[src/rtl/tdm_adc_shifter.sv]
module tdm_adc_shifter #(
  parameter int NCH    = 4,
  parameter int WORD_W = 24,
  parameter int PER_W  = 16
) (
  input  logic                    clk,
  input  logic                    rst_n,
  input  logic                    sclk,
  input  logic                    din,
  input  logic [2:0]              fmt,
  input  logic [PER_W-1:0]        period,
  input  logic [NCH*WORD_W-1:0]   samples,
  output logic                    drdy_n,
  output logic                    dout
);
  localparam int TOT = NCH * WORD_W;
  localparam logic [PER_W-1:0] ONE = PER_W'(1);
  localparam logic [PER_W-1:0] TWO = PER_W'(2);

  logic [2:0]       sync_q;
  logic [PER_W-1:0] cnt_q;
  logic [TOT-1:0]   sh_q;
  logic             rdy_q;

  wire spi_on = (fmt == 3'b000) || (fmt == 3'b001);
  wire fall   = sync_q[2] & ~sync_q[1];
  wire step   = fall & spi_on;
  wire tick   = cnt_q >= (period - ONE);
  wire pre    = cnt_q == (period - TWO);

  always_ff @(posedge clk or negedge rst_n) begin
    if (!rst_n) begin
      sync_q <= '0;
      cnt_q  <= '0;
      sh_q   <= '0;
      rdy_q  <= 1'b1;
    end else begin
      sync_q <= {sync_q[1:0], sclk};
      cnt_q  <= tick ? '0 : cnt_q + ONE;
      if (tick)      sh_q <= samples;
      else if (step) sh_q <= {sh_q[TOT-2:0], din};
      if (tick)             rdy_q <= 1'b0;
      else if (pre || step) rdy_q <= 1'b1;
    end
  end

  assign drdy_n = spi_on ? rdy_q : 1'b1;
  assign dout   = spi_on & sh_q[TOT-1];


  load_msb_chk: assert property (@(posedge clk) disable iff (!rst_n)
    $fell(rdy_q) |-> sh_q[TOT-1] == $past(samples[TOT-1]));


  release_chk: assert property (@(posedge clk) disable iff (!rst_n)
    (step && !tick) |=> rdy_q);


  shift_chk: assert property (@(posedge clk) disable iff (!rst_n)
    (step && !tick) |=> sh_q[TOT-1] == $past(sh_q[TOT-2]));


  idle_hold_chk: assert property (@(posedge clk) disable iff (!rst_n)
    (!spi_on && !tick) |=> $stable(sh_q));


  load_wins_chk: assert property (@(posedge clk) disable iff (!rst_n)
    (tick && step) |=> !rdy_q && sh_q == $past(samples));
endmodule

[config.mk]
export PLATFORM = sky130hd
export DESIGN_NAME = tdm_adc_shifter
export DESIGN_NICKNAME = d
export VERILOG_FILES = /design/src/rtl/tdm_adc_shifter.sv
export SDC_FILE = /design/constraint.sdc
export NUM_CORES = 1
export LEC_CHECK = 0
export BUFFER_PORTS_ARGS = -buffer_cell sky130_fd_sc_hd__buf_2
export CAP_MARGIN = 30
export CORE_UTILIZATION = 38
export DETAILED_ROUTE_END_ITERATION = 6
export PLACE_DENSITY_LB_ADDON = 0.12
export SETUP_SLACK_MARGIN = 0.4
export SLEW_MARGIN = 30
export SYNTH_ARGS = -nofsm -noshare
export SYNTH_HDL_FRONTEND = slang
export SYNTH_SLANG_ARGS = --single-unit
[constraint.sdc]
create_clock -name clk -period 2.2 [get_ports clk]
set_input_delay 0.44 -clock clk [delete_from_list [all_inputs] [get_ports clk]]
set_output_delay 0.44 -clock clk [all_outputs]
set_load 0.05 [all_outputs]
==> key figures <==
Global route
  • Congestion Overflow GR: 0
  • Initial antenna violation count: 1
  • Pin count of the biggest net entering global routing: 112
  • First-pass GRT wire length: 26700 µm
  • GR Util All Layers: 20.5%
  • Number of global-route vias before repair: 5302

Finish
  • Share of cells above drive strength 1: 45.8%
  • Fin area: 9640 µm²
  • Layout Cells excl Fill: 1065
  • Core Util, Final: 60.0%
  • Nets@finish: 975
  • P&R area growth vs syn: 52.6%
  • Antenna diodes: 0

Routing
  • Total Wirelength: 18300 µm
  • Post-route ant nets: 0
  • # DRC: 0
  • Vias per cell: 5.08
  • TritonRoute pass-1 iters: 4
  • WL/cell: 17.2 µm
  • Via Count: 5415
  • Initial DRC count: 218

Die
  • Die area: 17100 µm²
  • Ports: 121
  • Initial core utilization: 39.3%
  • Row Count: 46
  • CORE AREA: 16100 µm²
  • Die Y: 131 µm
  • Die span in x: 131 µm

Worst setup path
  • Critical R2R Launch: cnt_q[1]
  • Critical Path Start: period[1]
  • CP Max Fanout: 8
  • Slowest-stage cell, CP: ha_1
  • Crit path buffers/inverters: 4
  • Worst Path Class, Setup: input port to flop
  • Critical path's largest stage delay: 0.32 ns
  • CP Cell Sequence: buf_12 -> inv_16 -> ha_4 -> nor3b_4 -> and3_4 -> nand2_2 -> xor2_1 -> ha_1 -> a21o_1 -> a211o_1 -> a2111oi_4 -> a31oi_4 -> buf_12 -> buf_16 -> nand2_4 -> o21ai_2
  • Most frequent cell on the critical path: buf_12
  • Worst path top cell family by delay: compound AO/OA/AOI/OAI gates
  • Crit. End Element: flop
  • WP data arrival: 3.17 ns
  • Critical path launch point type: input port
  • WP data required: 2.51 ns

Clock network
  • Total CTS buffers: 17
  • H-tree depth: 4
  • CTS tree: yes
  • Clk_lat worst skew: 0.42 ns
  • Root buffer cell: clkbuf_16
  • Sinks on Clock Net: 116
  • Longest Clk Path Bufs: 2
  • Clock transition at path regs: 0.06 ns

Synthesis
  • Mapped Avg Cell Area: 9.79 µm²
  • Synth Flop Type: dfrtp_1
  • Syn nets: 784
  • FF+latch count, synth: 116
  • Ys async rst share: 100%
  • Number of synthesized flops with an enable pin: 0
  • Post-synth cell types: 49
  • Post-Synthesis Cell Area: 6310 µm²
  • Sequential-to-total area share from yosys stat: 46.0%
  • Gate count of the mapped netlist: 645
  • Ys Warns: 0

STA
  • RSZ-0062 raised after global routing: yes
  • Final setup margin: -0.657 ns
  • Tmin final: 2.86 ns
  • Final Hold Fails: 0
  • Final Skew: 0.0113 ns
  • Final setup viols: 113
  • Least-Margin Pin Slew: 0.425 ns
  • Slew margin rel.: 71.6%
  • Tcrit/Tclk final: 130%
  • Slew Viols, Final: 0
  • Fmax: 350 MHz

Placement
  • Number of buffers added on ports: 119
  • DP Wirelength: 10300 µm
  • Post-DP Area: 7670 µm²
  • Placement Setup Slack: -1.20 ns
  • Placed Cells incl. Taps: 1002
  • Placer's final routability congestion estimate: 0.805

Run status
  • Status: finished, violations left
  • Failing checks: setup timing

Hold path
  • Tightest Hold Check Type: input port to asynchronous set/reset pin

Power
  • Worst VDD drop: 644 µV
  • Leakage dissipation: 0.00430 µW
  • Pwr/cell area: 1060 nW/µm²

Run
  • Max_cap viols: 0
-- flip-flops by register name, indices dropped and copies added (netlist names) --
signal,count
cnt_q,16
rdy_q,1
sh_q,96
sync_q,3
-- synth_stat cells (2+ instances only) --
cell type	number	area, µm²
buf_2	18	90.1
nor2_1	30	113
a31oi_1	4	25.0
buf_1	3	11.3
a21oi_1	4	20.0
nor4_1	3	18.8
nand3_1	9	45.0
nor3_1	4	20.0
o21ai_1	94	470
nand4_1	7	43.8
xnor2_1	21	184
mux2i_1	97	971
o21a_1	2	15.0
nor3b_1	3	22.5
a211o_1	2	17.5
o21ai_0	4	20.0
a21o_1	2	15.0
nor2b_1	5	31.3
nor4b_1	2	17.5
ha_1	20	250
inv_1	5	18.8
nand2_1	117	439
dfrtp_1	115	2880
or3_1	2	12.5
clkbuf_1	19	71.3
o311ai_0	2	17.5
and3_1	7	43.8
xor2_1	23	201
-- logic make-up (layout without fill, tap and decap cells) --
kind of cell | count (synthesis) | count (layout) | share of synthesized area (%)
buf+inv | 47 | 251 | 3.33
compound gates | 123 | 123 | 11.1
xor+xnor | 44 | 44 | 6.10
fa+ha+maj | 20 | 20 | 3.96
mux | 97 | 97 | 15.4
simple gates | 198 | 198 | 14.2
flops | 116 | 116 | 46.0
-- worst reg2reg max path: stages (launching register included) --
cell and delay, ns:
dfrtp_1 0.38, ha_1 0.30, nor2b_1 0.13, o211a_1 0.21, o311ai_2 0.38, a31oi_4 0.23, buf_12 0.23, buf_16 0.18
nand2_4 0.06, o21ai_2 0.06
-- power breakdown --
part / switching, µW / leakage [µW] / total [µW] / internal [µW]
logic: 1770 / 0.00253 / 3580 / 1810
registers: 555 / 0.00146 / 3630 / 3080
clock network: 1050 / 0.000307 / 2980 / 1930
total: 3370 / 0.00430 / 10200 / 6820
-- metal layers --
layer	up-vias	global-route usage [%]	share of wire, %
met4	2	6.90	1.3
met5	-	0	0.071
met3	21	4.76	3.7
met1	2641	27.5	45
met2	113	32.7	50
li1	2638	-	-
-- area by class of cell --
cell class,count,area [µm²]
Clock buffer,18,439
Inverter,5,40.0
Tap cell,216,270
Multi-Input combinational cell,482,3880
Sequential cell,116,2900
Fill cell,1313,6420
Clock inverter,14,198
Timing Repair Buffer,214,1910
-- path summary, 6_finish.rpt --
path,slack (ns),end,cells past startpoint
max,-0.66,sh_q[91],16
min,0.01,sh_q[80],2
max reg2reg,-0.07,sh_q[91],9
min reg2reg,0.35,sync_q[1],0
max in group asynchronous,1.86,rdy_q,2
min in group clk,0.15,sync_q[0],1
-- stage by stage --
step	total power [µW]	hold WS [ns]	setup TNS (ns)
after floorplan	5340	0.144	-86.54
after global placement	6110	0.334	-122.33
after detailed placement	6270	0.346	-128.72
after CTS	9730	0.0321	-65.81
after global routing	10800	0.0417	-83.72
final	10200	0.0121	-69.77
-- cells in the final DEF (no fill, tap or decap), drive strengths merged, types with 4 or more instances in the layout --
cell type / Yosys / layout
dfrtp: 115 / 115
and3: 7 / 7
nor2b: 5 / 5
clkbuf: 19 / 24
nor3: 6 / 6
ha: 20 / 20
nand3: 9 / 9
nand4: 7 / 7
nand2: 117 / 117
mux2i: 97 / 97
bufinv: 0 / 4
o21ai: 98 / 98
xor2: 23 / 23
buf: 23 / 208
clkinv: 0 / 5
a31oi: 4 / 4
a21oi: 4 / 4
inv: 5 / 8
nor2: 30 / 30
xnor2: 21 / 21
-- what timing repair did --
action	in CTS	in global routing
pin swaps	37	12
buffers inserted	5	2
gates cloned	14	10
hold buffers	0	0
endpoints found under the setup margin	113	114
resized for setup	99	104
No activity file was read; power rests on OpenSTA's default activity.
